===== config.mk =====
export PLATFORM = sky130hd
export DESIGN_NAME = pinfn_ctrl
export DESIGN_NICKNAME = d
export VERILOG_FILES = /design/src/rtl/pinfn_pkg.sv /design/src/rtl/pinfn_sync.sv /design/src/rtl/pinfn_decode.sv /design/src/rtl/pinfn_wake.sv /design/src/rtl/pinfn_ctrl.sv
export SDC_FILE = /design/constraint.sdc
export NUM_CORES = 1
export LEC_CHECK = 0
export BUFFER_PORTS_ARGS = -buffer_cell sky130_fd_sc_hd__buf_2
export CORE_MARGIN = 1.5
export CORE_UTILIZATION = 40
export CTS_CLUSTER_SIZE = 16
export DETAILED_ROUTE_END_ITERATION = 12
export PLACE_DENSITY = 0.83
export SETUP_SLACK_MARGIN = 0.15
export SKIP_CTS_REPAIR_TIMING = 1
export SYNTH_ARGS = -nofsm -noshare
export SYNTH_HDL_FRONTEND = slang
export SYNTH_SLANG_ARGS = --single-unit

===== constraint.sdc =====
create_clock -name clk -period 2.15 [get_ports clk]
set_input_delay 0.5375 -clock clk [delete_from_list [all_inputs] [get_ports clk]]
set_output_delay 0.5375 -clock clk [all_outputs]
set_load 0.01 [all_outputs]

===== src/rtl/pinfn_pkg.sv =====
package pinfn_pkg;
   localparam int MODE_W = 4;
   localparam int SW_W   = 4;

   typedef enum logic [MODE_W-1:0] {
      PM_INPUT     = 4'd0,
      PM_WAKE_FALL = 4'd1,
      PM_WAKE_RISE = 4'd2,
      PM_SLEEP     = 4'd3,
      PM_SHDN      = 4'd4,
      PM_LOAD_AB   = 4'd5,
      PM_CONV      = 4'd6,
      PM_LOAD_A    = 4'd7,
      PM_SW_DACA   = 4'd8,
      PM_LOAD_B    = 4'd9,
      PM_SW_DACB   = 4'd10,
      PM_SW_OA1    = 4'd11,
      PM_SW_SPDT   = 4'd12
   } pin_mode_e;

   localparam int SW_DACA = 0;
   localparam int SW_DACB = 1;
   localparam int SW_OA1  = 2;
   localparam int SW_SPDT = 3;

   typedef struct packed {
      logic dac_a_load;
      logic dac_b_load;
      logic fifo_a_adv;
      logic adc_acq;
      logic adc_conv;
   } strobe_t;
endpackage


===== src/rtl/pinfn_sync.sv =====
module pinfn_sync #(
   parameter int STAGES = 2
) (
   input  logic                          clk,
   input  logic                          rst_n,
   input  logic                          pin_i,
   input  logic [pinfn_pkg::MODE_W-1:0]  mode_i,
   output logic                          level_o,
   output logic                          rise_o,
   output logic                          fall_o
);
   localparam int TOP = STAGES - 1;

   if (STAGES < 2) begin : g_bad_stages
      $error("pinfn_sync: STAGES must be at least 2");
   end

   logic [TOP:0]                   chain_q;
   logic                           prev_q;
   logic [pinfn_pkg::MODE_W-1:0]   mode_q;
   logic                           mode_same;

   always_ff @(posedge clk or negedge rst_n) begin
      if (!rst_n) begin
         chain_q <= '0;
         prev_q  <= 1'b0;
         mode_q  <= '0;
      end else begin
         chain_q <= {chain_q[TOP-1:0], pin_i};
         prev_q  <= chain_q[TOP];
         mode_q  <= mode_i;
      end
   end

   assign level_o   = chain_q[TOP];
   assign mode_same = (mode_i == mode_q);
   assign rise_o    = level_o & ~prev_q & mode_same;
   assign fall_o    = ~level_o & prev_q & mode_same;


   rise_single_chk: assert property (@(posedge clk) disable iff (!rst_n)
      rise_o |=> !rise_o);

   fall_single_chk: assert property (@(posedge clk) disable iff (!rst_n)
      fall_o |=> !fall_o);

   edge_mode_chk: assert property (@(posedge clk) disable iff (!rst_n)
      (mode_i != $past(mode_i)) |-> !(rise_o || fall_o));
endmodule


===== src/rtl/pinfn_decode.sv =====
module pinfn_decode
   import pinfn_pkg::*;
#(
   parameter int               PWR_W      = 8,
   parameter logic [PWR_W-1:0] SLEEP_KEEP = 1
) (
   input  logic [MODE_W-1:0] mode_i,
   input  logic              level_i,
   input  logic              rise_i,
   input  logic              fall_i,
   input  logic              fifo_a_en_i,
   input  logic [PWR_W-1:0]  reg_pwr_i,
   input  logic [SW_W-1:0]   reg_sw_i,
   output strobe_t           strobe_o,
   output logic              wake_set_o,
   output logic [PWR_W-1:0]  pwr_o,
   output logic [SW_W-1:0]   sw_o
);
   logic load_a_req;
   logic load_b_req;

   always_comb begin
      load_a_req = 1'b0;
      load_b_req = 1'b0;
      wake_set_o = 1'b0;
      strobe_o   = '0;
      unique case (mode_i)
         PM_WAKE_FALL: wake_set_o = fall_i;
         PM_WAKE_RISE: wake_set_o = rise_i;
         PM_LOAD_AB: begin
            load_a_req = rise_i;
            load_b_req = rise_i;
         end
         PM_LOAD_A:  load_a_req = rise_i;
         PM_LOAD_B:  load_b_req = rise_i;
         PM_CONV: begin
            strobe_o.adc_acq  = fall_i;
            strobe_o.adc_conv = rise_i;
         end
         default: ;
      endcase
      strobe_o.dac_a_load = load_a_req & ~fifo_a_en_i;
      strobe_o.fifo_a_adv = load_a_req & fifo_a_en_i;
      strobe_o.dac_b_load = load_b_req;
   end

   always_comb begin
      pwr_o = reg_pwr_i;
      if (!level_i) begin
         if (mode_i == PM_SLEEP) pwr_o = reg_pwr_i & SLEEP_KEEP;
         if (mode_i == PM_SHDN)  pwr_o = '0;
      end
   end

   always_comb begin
      sw_o = reg_sw_i;
      unique case (mode_i)
         PM_SW_DACA: sw_o[SW_DACA] = level_i;
         PM_SW_DACB: sw_o[SW_DACB] = level_i;
         PM_SW_OA1:  sw_o[SW_OA1]  = level_i;
         PM_SW_SPDT: sw_o[SW_SPDT] = level_i;
         default: ;
      endcase
   end
endmodule


===== src/rtl/pinfn_wake.sv =====
module pinfn_wake #(
   parameter bit SET_WINS = 1'b1
) (
   input  logic clk,
   input  logic rst_n,
   input  logic set_i,
   input  logic clr_i,
   output logic flag_o
);
   logic flag_q;

   if (SET_WINS) begin : g_set_first
      always_ff @(posedge clk or negedge rst_n) begin
         if (!rst_n)     flag_q <= 1'b0;
         else if (set_i) flag_q <= 1'b1;
         else if (clr_i) flag_q <= 1'b0;
      end

      flag_set_chk: assert property (@(posedge clk) disable iff (!rst_n)
         set_i |=> flag_o);
   end else begin : g_clr_first
      always_ff @(posedge clk or negedge rst_n) begin
         if (!rst_n)     flag_q <= 1'b0;
         else if (clr_i) flag_q <= 1'b0;
         else if (set_i) flag_q <= 1'b1;
      end
   end

   assign flag_o = flag_q;


   flag_sticky_chk: assert property (@(posedge clk) disable iff (!rst_n)
      (flag_o && !clr_i) |=> flag_o);

   flag_clear_chk: assert property (@(posedge clk) disable iff (!rst_n)
      (clr_i && !set_i) |=> !flag_o);
endmodule


===== src/rtl/pinfn_ctrl.sv =====
module pinfn_ctrl
   import pinfn_pkg::*;
#(
   parameter int               PWR_W       = 8,
   parameter int               SYNC_STAGES = 2,
   parameter logic [PWR_W-1:0] SLEEP_KEEP  = 1,
   parameter bit               SET_WINS    = 1'b1
) (
   input  logic              clk,
   input  logic              rst_n,
   input  logic              pin_i,
   input  logic [3:0]        mode_i,
   input  logic              fifo_a_en_i,
   input  logic              osc_clr_i,
   input  logic [PWR_W-1:0]  reg_pwr_i,
   input  logic [3:0]        reg_sw_i,
   output logic              level_o,
   output logic              osc_en_o,
   output logic [PWR_W-1:0]  pwr_o,
   output logic [3:0]        sw_o,
   output logic              dac_a_load_o,
   output logic              dac_b_load_o,
   output logic              fifo_a_adv_o,
   output logic              adc_acq_o,
   output logic              adc_conv_o
);
   if (PWR_W < 1) begin : g_bad_pwr
      $error("pinfn_ctrl: PWR_W must be at least 1");
   end

   logic    level;
   logic    rise;
   logic    fall;
   logic    wake_set;
   strobe_t strobe;

   pinfn_sync #(.STAGES(SYNC_STAGES)) u_sync (
      .clk     (clk),
      .rst_n   (rst_n),
      .pin_i   (pin_i),
      .mode_i  (mode_i),
      .level_o (level),
      .rise_o  (rise),
      .fall_o  (fall)
   );

   pinfn_decode #(.PWR_W(PWR_W), .SLEEP_KEEP(SLEEP_KEEP)) u_dec (
      .mode_i      (mode_i),
      .level_i     (level),
      .rise_i      (rise),
      .fall_i      (fall),
      .fifo_a_en_i (fifo_a_en_i),
      .reg_pwr_i   (reg_pwr_i),
      .reg_sw_i    (reg_sw_i),
      .strobe_o    (strobe),
      .wake_set_o  (wake_set),
      .pwr_o       (pwr_o),
      .sw_o        (sw_o)
   );

   pinfn_wake #(.SET_WINS(SET_WINS)) u_wake (
      .clk    (clk),
      .rst_n  (rst_n),
      .set_i  (wake_set),
      .clr_i  (osc_clr_i),
      .flag_o (osc_en_o)
   );

   assign level_o      = level;
   assign dac_a_load_o = strobe.dac_a_load;
   assign dac_b_load_o = strobe.dac_b_load;
   assign fifo_a_adv_o = strobe.fifo_a_adv;
   assign adc_acq_o    = strobe.adc_acq;
   assign adc_conv_o   = strobe.adc_conv;


   reserved_quiet_chk: assert property (@(posedge clk) disable iff (!rst_n)
      (mode_i >= 4'd13) |-> (strobe == '0 && !wake_set &&
                             pwr_o == reg_pwr_i && sw_o == reg_sw_i));

   shdn_off_chk: assert property (@(posedge clk) disable iff (!rst_n)
      (mode_i == 4'd4 && !level_o) |-> (pwr_o == '0));

   load_b_only_chk: assert property (@(posedge clk) disable iff (!rst_n)
      (mode_i == 4'd9) |-> !(dac_a_load_o || fifo_a_adv_o));

   fifo_excl_chk: assert property (@(posedge clk) disable iff (!rst_n)
      !(dac_a_load_o && fifo_a_adv_o));
endmodule


# Yosys cells after proc, flatten, opt, wreduce, memory -nomap -nowiden
# Cells that the tools add are included.
dict set report word_totals {
  regBits 8
  output_inout_bits 19
  word_cells 42
}
dict set report classes {
  eq_ne 13
  muxes 13
  bitwise 9
  n_reduce_logical 3
}
# op n
set op_table {}
lappend op_table {{8-bit two-way mux} 3}
lappend op_table {{4-bit equality test, second input constant} 5}
lappend op_table {{4-bit by 3-bit equality test with 1-bit output, second input constant} 4}
lappend op_table {{4-bit by 2-bit equality test with 1-bit output, second input constant} 2}
lappend op_table {{1-bit two-way mux} 8}
lappend op_table {{1-bit bitwise AND} 6}
lappend op_table {{4-bit by 1-bit equality test with 1-bit output, second input constant} 1}
lappend op_table {{4-bit equality test} 1}
lappend op_table {{2-bit OR reduction} 2}
lappend op_table {{1-bit NOT} 3}
lappend op_table {{2-bit two-way mux} 1}
lappend op_table {{1-bit one-hot mux with 2 select lines} 1}
lappend op_table {{2-bit nonzero test} 1}

# Depth between registers and ports, before layout
# Gate-level depths: netlist of run 1.
dict set report depth {
  word_depth 5
  ltp_mapped 4
  mapped_depth_nobuf 3
}

# By module
# A second synthesis of run 1 with hierarchy kept.
dict set report unflattened {
  cells_unflattened 54
  hier_area_um2 536.8
}
# module n_inst cells_each area_per_inst_um2 seq_area_each_um2
set modules_own_cells {}
lappend modules_own_cells {pinfn_decode 1 37 259.0 0.0}
lappend modules_own_cells {pinfn_sync 1 14 241.5 175.2}
lappend modules_own_cells {pinfn_wake 1 3 36.3 25.0}

# Least setup slack after synthesis of run 1
# Ideal clock, no wire load.
dict set report synth_timing {
  path_kind {input to output}
  start {input port mode_i[0]}
  end {output port adc_acq_o}
  t_arrival_ns 1.417
  setup_slack_ns 0.195
  path_stages 4
  n_path_buf 1
  cell_sequence {buf_6 > xnor2_4 > nand4_2 > nor4_1}
}
dict set report synth_via {
  elab_chain_cells 3
  elab_cells_between_ends 4
  classes_between {eq/ne: 2; mux: 1; bitwise: 1}
}
# element line
set synth_rtl {}
lappend synth_rtl {{start, declared} pinfn_ctrl.sv:12} ;# input logic [3:0] mode_i,
lappend synth_rtl {{4-bit equality test} pinfn_sync.sv:36} ;# assign mode_same = (mode_i == mode_q);
lappend synth_rtl {{1-bit bitwise AND} pinfn_sync.sv:38} ;# assign fall_o = ~level_o & prev_q & mode_same;
lappend synth_rtl {{2-bit two-way mux (*)} pinfn_decode.sv:27} ;# unique case (mode_i)
lappend synth_rtl {{end, declared} pinfn_ctrl.sv:24} ;# output logic adc_acq_o,
# Mark *: on every way between the ends. The rest lies on a longest branch, timed or not.

# Final worst setup path of run 1
dict set report layout_timing {
  start {input port mode_i[3]}
  end {output port dac_b_load_o}
}
dict set report layout_via {
  elab_chain_cells 3
  elab_cells_between_ends 6
  classes_between {eq/ne: 3; mux: 1; bitwise: 1; reduce/logical: 1}
}
# element line
set layout_rtl {}
lappend layout_rtl {{4-bit equality test, or another cell as far along} pinfn_sync.sv:36}
lappend layout_rtl {{1-bit bitwise AND or 2-bit OR reduction (tied branches)} n/a}
lappend layout_rtl {{1-bit two-way mux (*)} pinfn_decode.sv:27}
lappend layout_rtl {{end, declared} pinfn_ctrl.sv:22} ;# output logic dac_b_load_o,
# Marked as above.

==> reports/metrics.csv, run 1 <==
stage,metric,value,unit
grt,initial antenna violation count,0,
placed_design,dpl cells,108,
logic_synthesis,"Primary FF master, synth",dfrtp_1,
grt,vias in the first global route,417,
logic_synthesis,Mapped Cells,55,
finish,layout cells sized above 1,67.7,%
finish,Final Core Density,71.7,%
floorplan,initial core utilization,43.6,%
timing,Worst Tran Pin Value,0.255,ns
run,MaxCap Viol Count,0,
clock_network,CTS buffer count,3,
logic_synthesis,Yosys cell types,24,
grt,first-pass GRT wire length,1770,um
logic_synthesis,"Async S/R FF share, synth",100,%
setup_path,crit start category,input port,
setup_path,crit path max fanout,7,
logic_synthesis,"Seq/Total Area, Yosys",34.9,%
floorplan,I/O pin cnt,40,
finish,P&R area growth vs syn,64.5,%
floorplan,Die X-Extent,40.9,um
setup_path,Setup CP Type,in2out,
logic_synthesis,post-synthesis register bit count,8,
floorplan,chip height,40.9,um
timing,Hold Slack,0.122,ns
clock_network,"Reg clk slew, reported paths",0.05,ns
route,routed wire length,1440,um
route,DRC viols,0,
route,Iter 0 DRT Violations,4,
timing,fmax,494,MHz
placed_design,Placement Setup Slack,-0.0313,ns
finish,"commonest non-fill, non-tap cell in the layout",buf_2,
power,Static Leak,0.000423,uW
floorplan,Core ar.,1320,sq um
power,Peak VDD IR,0.000398,V
grt,total gr overflow,0,
timing,RSZ-0062 raised after global routing,yes,
route,post-DR wirelength/cell,13.0,um
logic_synthesis,top cell type's share of synthesized area,34.9,%
route,Pre-Repair DR Iteration Count,2,
placed_design,Port Buffers,39,
logic_synthesis,syn_area_per_cell,10.4,sq um
clock_network,Skew-Pair Late Insertion Delay,0.24,ns
floorplan,die area,1670,sq um
logic_synthesis,number of flops mapped to enable cells by yosys,0,
timing,Setup WS post-layout,0.126,ns
run_status,status,completed,
setup_path,R2R Setup Slk,0.99,ns
power,PD cells,422,nW/um^2
clock_network,# clock sinks,8,
route,DR vias,557,
clock_network,clk buf depth,2,
timing,Final Max Slew Viols,0,
finish,Finished Layout Cells,111,
logic_synthesis,yosys warns,0,
grt,Total GRT Usage,15.7,%
timing,Final min period,2.02,ns
clock_network,CTS tree,yes,
route,Via density,5.02,
setup_path,arrival time at the worst endpoint,1.49,ns
finish,Antenna diodes,0,
setup_path,Worst setup EP type,output pin,
logic_synthesis,"top cells by area, synth","dfrtp_1 35%, mux2_1 7.8%, and2_1 7.6%, xnor2_4 4.8%, nand2b_1 4.4%",
min_path,HP Class,in2async,
grt,largest net degree at the start of global routing,13,
route,Antenna Nets Post-Route,0,
timing,Worst Skew,0.00225,ns
timing,final worst path period share,94.2,%
logic_synthesis,post-synth net total,76,
clock_network,root buffer cell,clkbuf_4,
clock_network,CTS H-Tree Depth,1,
floorplan,placement row count,13,
timing,# setup viols final,0,
setup_path,CP required,1.61,ns
placed_design,placer congestion estimate,0.685,
finish,Nets,119,
timing,Rel. slew slack,82.8,%
finish,most frequent cells in the layout,"36 x buf_2, 7 x dfrtp_1, 6 x and2_1",
logic_synthesis,mapped cell area,574,sq um
timing,Fin. Hold Viols,0,
logic_synthesis,"area leader, netlist",dfrtp_1,
placed_design,Detail Placement HPWL,1050,um
==> through the flow <==
step	power, uW	TNS, ns	instance area (sq um)
2_1_floorplan	223	0	574
3_3_place_gp	262	0	777
3_5_place_dp	264	-0.0313	777
4_1_cts	373	-0.0330	800
5_1_grt	422	0	945
6_report	398	0	945
==> path summary, 6_finish.rpt <==
| check | startpoint | end | cells past startpoint |
|---|---|---|---|
| worst min-delay path | rst_n | u_sync.mode_q[1]$_DFF_PN0_ | 1 |
| worst max-delay path | mode_i[3] | dac_b_load_o | 4 |
| worst min register to register | u_sync.chain_q[0]$_DFF_PN0_ | u_sync.chain_q[1]$_DFF_PN0_ | 0 |
| worst max register to register | u_sync.chain_q[1]$_DFF_PN0_ | u_wake.flag_o$_DFFE_PN0P_ | 3 |
| max in group asynchronous | rst_n | u_sync.chain_q[1]$_DFF_PN0_ | 1 |
| min in group clk | u_sync.chain_q[0]$_DFF_PN0_ | u_sync.chain_q[1]$_DFF_PN0_ | 0 |
==> layer usage <==
metal  vias to the layer above  routed length [um]  GRT usage (%)
li1                        281                   -              -
met1                       261                 539           20.1
met2                        15                 855           27.3
met3                         0                  49           1.63
met4                         0                   0           5.00
met5                         -                   0              0
==> where the power goes <==
group / switching [uW] / internal (uW)
combinational: 61.1 / 63.6
sequential: 8.72 / 158
clock: 43.7 / 63.4
total: 114 / 285
==> cell usage after synthesis, drive strengths merged, types with 2 or more instances <==
cell type,instances
and2,7
buf,2
dfrtp,8
inv,2
mux2,4
nand2,2
nand2b,4
nor2,3
nor3,2
nor3b,2
nor4,4
o21ai,2
xnor2,4
==> state kept, by name, summed over array words and instances, names as in the netlist <==
register and count:
u_sync.mode_q 4, u_sync.chain_q 2, u_wake.flag_o 1, u_sync.prev_q 1
==> cell type report <==
cell class / instances / area (sq um)
timing repair buffer: 41 / 233
inverter: 2 / 7.51
tap: 15 / 18.8
sequential: 8 / 201
clock buffer: 3 / 22.5
fill: 101 / 373
multi-input combinational: 42 / 462
==> worst max-delay path, cell delays in order <==
cell and delay [ns]:
buf_2 0.16, nand2b_2 0.28, a2111oi_4 0.32, buf_2 0.19
==> logic make-up after synthesis <==
logic type	share of synthesized area, %
muxes	7.84
AOI/OAI and AO/OA	7.84
buffers and inverters	5.88
DFF	34.9
xor gates and xnor gates	10.7
and+or+nand+nor	32.9
Note: power is estimated with default switching activity, not from simulation.
==> inputs of run 2 (changes only) <==
--- a/config.mk
+++ b/config.mk
@@ -11,6 +11,7 @@
 export CTS_CLUSTER_SIZE = 16
 export DETAILED_ROUTE_END_ITERATION = 12
 export PLACE_DENSITY = 0.83
+export REMOVE_ABC_BUFFERS = 1
 export SETUP_SLACK_MARGIN = 0.15
 export SKIP_CTS_REPAIR_TIMING = 1
 export SYNTH_ARGS = -nofsm -noshare
==> run 2 against run 1 <==
Against the previous run:
- die area unchanged
- critical path depth up 1
- global-route usage is 1.2 points higher
- fmax down 2.5%
- count of clock-buffer cells in the layout stayed put
- utilization rose by 6.6 points
- non-clock buffer count rose by 4
- via count grew 13%
==> reports/metrics.csv, run 2 (synthesis results as in run 1) <==
stage,metric,value,unit
grt,Total GRT Usage,16.9,%
route,DR vias,627,
finish,layout cells sized above 1,68.0,%
setup_path,Worst setup EP type,output pin,
timing,Final Max Slew Viols,0,
clock_network,"Reg clk slew, reported paths",0.05,ns
power,Static Leak,0.000479,uW
timing,final worst path period share,96.6,%
timing,Setup WS post-layout,0.0737,ns
power,Sequential Power Share,38.7,%
finish,Final Core Density,78.3,%
setup_path,crit path max fanout,7,
clock_network,root buffer cell,clkbuf_4,
floorplan,initial core utilization,43.6,%
placed_design,Port Buffers,39,
placed_design,placer congestion estimate,0.655,
clock_network,Skew-Pair Late Insertion Delay,0.25,ns
finish,Finished Cell Area,1030,sq um
grt,first-pass GRT wire length,1820,um
finish,biggest regs,"u_sync.mode_q: 4 flops, u_sync.chain_q: 2 flops",
clock_network,# clock sinks,8,
timing,# setup viols final,0,
timing,fmax,482,MHz
route,Iter 0 DRT Violations,8,
setup_path,Setup CP Type,in2out,
timing,Fin. Hold Viols,0,
setup_path,crit path to,dac_b_load_o,
finish,P&R area growth vs syn,79.5,%
timing,RSZ-0062 raised after global routing,yes,
power,Pint,307,uW
grt,largest net degree at the start of global routing,13,
finish,Antenna diodes,0,
power,Clock Power Share,25.2,%
floorplan,Die X-Extent,40.9,um
power,Net Sw Frac,28.8,%
placed_design,Placement Setup Slack,-0.0198,ns
floorplan,Core ar.,1320,sq um
floorplan,chip height,40.9,um
clock_network,CTS H-Tree Depth,1,
timing,Rel. slew slack,73.8,%
setup_path,R2R depth,3,
route,Antenna Nets Post-Route,0,
power,PD cells,419,nW/um^2
power,Logic pwr share,36.1,%
setup_path,Crit Reg-Reg Endpoint,u_wake.flag_o$_DFFE_PN0P_,
finish,most frequent cells in the layout,"30 x buf_2, 8 x dfrtp_1, 5 x buf_4, 5 x buf_6",
run_status,status,completed,
timing,Final min period,2.08,ns
setup_path,CP required,1.61,ns
route,Pre-Repair DR Iteration Count,4,
clock_network,clk buf depth,2,
clock_network,CTS buffer count,3,
setup_path,arrival time at the worst endpoint,1.54,ns
floorplan,die area,1670,sq um
clock_network,CTS tree,yes,
floorplan,placement row count,13,
route,Via density,5.45,
run,MaxCap Viol Count,0,
finish,Top reg by flops,u_sync.mode_q,
floorplan,I/O pin cnt,40,
power,Switch Pwr,124,uW
route,DRC viols,0,
finish,"commonest non-fill, non-tap cell in the layout",buf_2,
setup_path,RR Startpoint,u_sync.chain_q[1]$_DFF_PN0_,
setup_path,crit start category,input port,
grt,vias in the first global route,436,
grt,initial antenna violation count,0,
finish,max reg flops,4,
timing,Total Neg Setup Slack,0,ns
timing,Worst Skew,0.00436,ns
placed_design,Detail Placement HPWL,1070,um
min_path,HP Class,in2async,
route,routed wire length,1930,um
setup_path,Crit. Startpoint,mode_i[3],
grt,total gr overflow,0,
setup_path,R2R Setup Slk,0.93,ns
route,post-DR wirelength/cell,16.8,um
placed_design,Post-DP Area,797,sq um
power,Peak VDD IR,0.000293,V
timing,Worst Tran Pin Value,0.393,ns
finish,Nets,123,
-- run 2: cell count changes in the layout (fill, tap and decap cells not counted), moves of 3 or more --
cell / delta
and2_1: -3
and2_4: +3
buf_2: -6
buf_4: +3
buf_6: +3
-- run 2: worst min-delay path by stage --
stage,depth (start not counted),endpoint,from,slack (ns)
floorplan,0,u_sync.chain_q[0]$_DFF_PN0_,rst_n,0.24
global placement,0,u_sync.chain_q[1]$_DFF_PN0_,u_sync.chain_q[0]$_DFF_PN0_,0.33
detailed placement,0,u_sync.chain_q[1]$_DFF_PN0_,u_sync.chain_q[0]$_DFF_PN0_,0.34
CTS,1,u_sync.chain_q[0]$_DFF_PN0_,rst_n,0.12
global route,1,u_sync.chain_q[0]$_DFF_PN0_,rst_n,0.13
finish,1,u_sync.mode_q[1]$_DFF_PN0_,rst_n,0.12
-- run 2: power by group through the flow --
stage | Clock [uW] | Combinational, uW | Sequential (uW)
after floorplan | 0 | 47.0 | 167
after global placement | 0 | 99.0 | 167
after detailed placement | 0 | 102 | 168
after CTS | 114 | 102 | 165
after global routing | 120 | 164 | 167
final | 109 | 156 | 167
-- run 2: area by class of cell --
| cell class | count | area [sq um] |
|---|---|---|
| fill | 85 | 287 |
| tap | 15 | 18.8 |
| inverter | 2 | 7.51 |
| sequential | 8 | 200 |
| timing repair buffer | 45 | 322 |
| multi-input combinational | 42 | 460 |
| clock buffer | 3 | 22.5 |
-- run 2: critical path, cell delays in order --
cell	delay [ns]
clkbuf_4	0.16
xnor2_2	0.19
nand4_4	0.17
a2111oi_4	0.30
buf_2	0.18
-- run 2: layer usage --
metal  track usage (%)  routed length (um)
met3              1.63                  68
met2              28.9                1150
met5                 0                   0
met1              21.2                 689
met4              7.50                  27
-- run 2: through the flow --
stage | power, uW | hold WS [ns] | std cells
2_1_floorplan | 214 | 0.242 | 52
3_3_place_gp | 266 | 0.334 | 109
3_5_place_dp | 269 | 0.338 | 109
4_1_cts | 381 | 0.119 | 112
5_1_grt | 451 | 0.130 | 115
6_report | 432 | 0.121 | 115
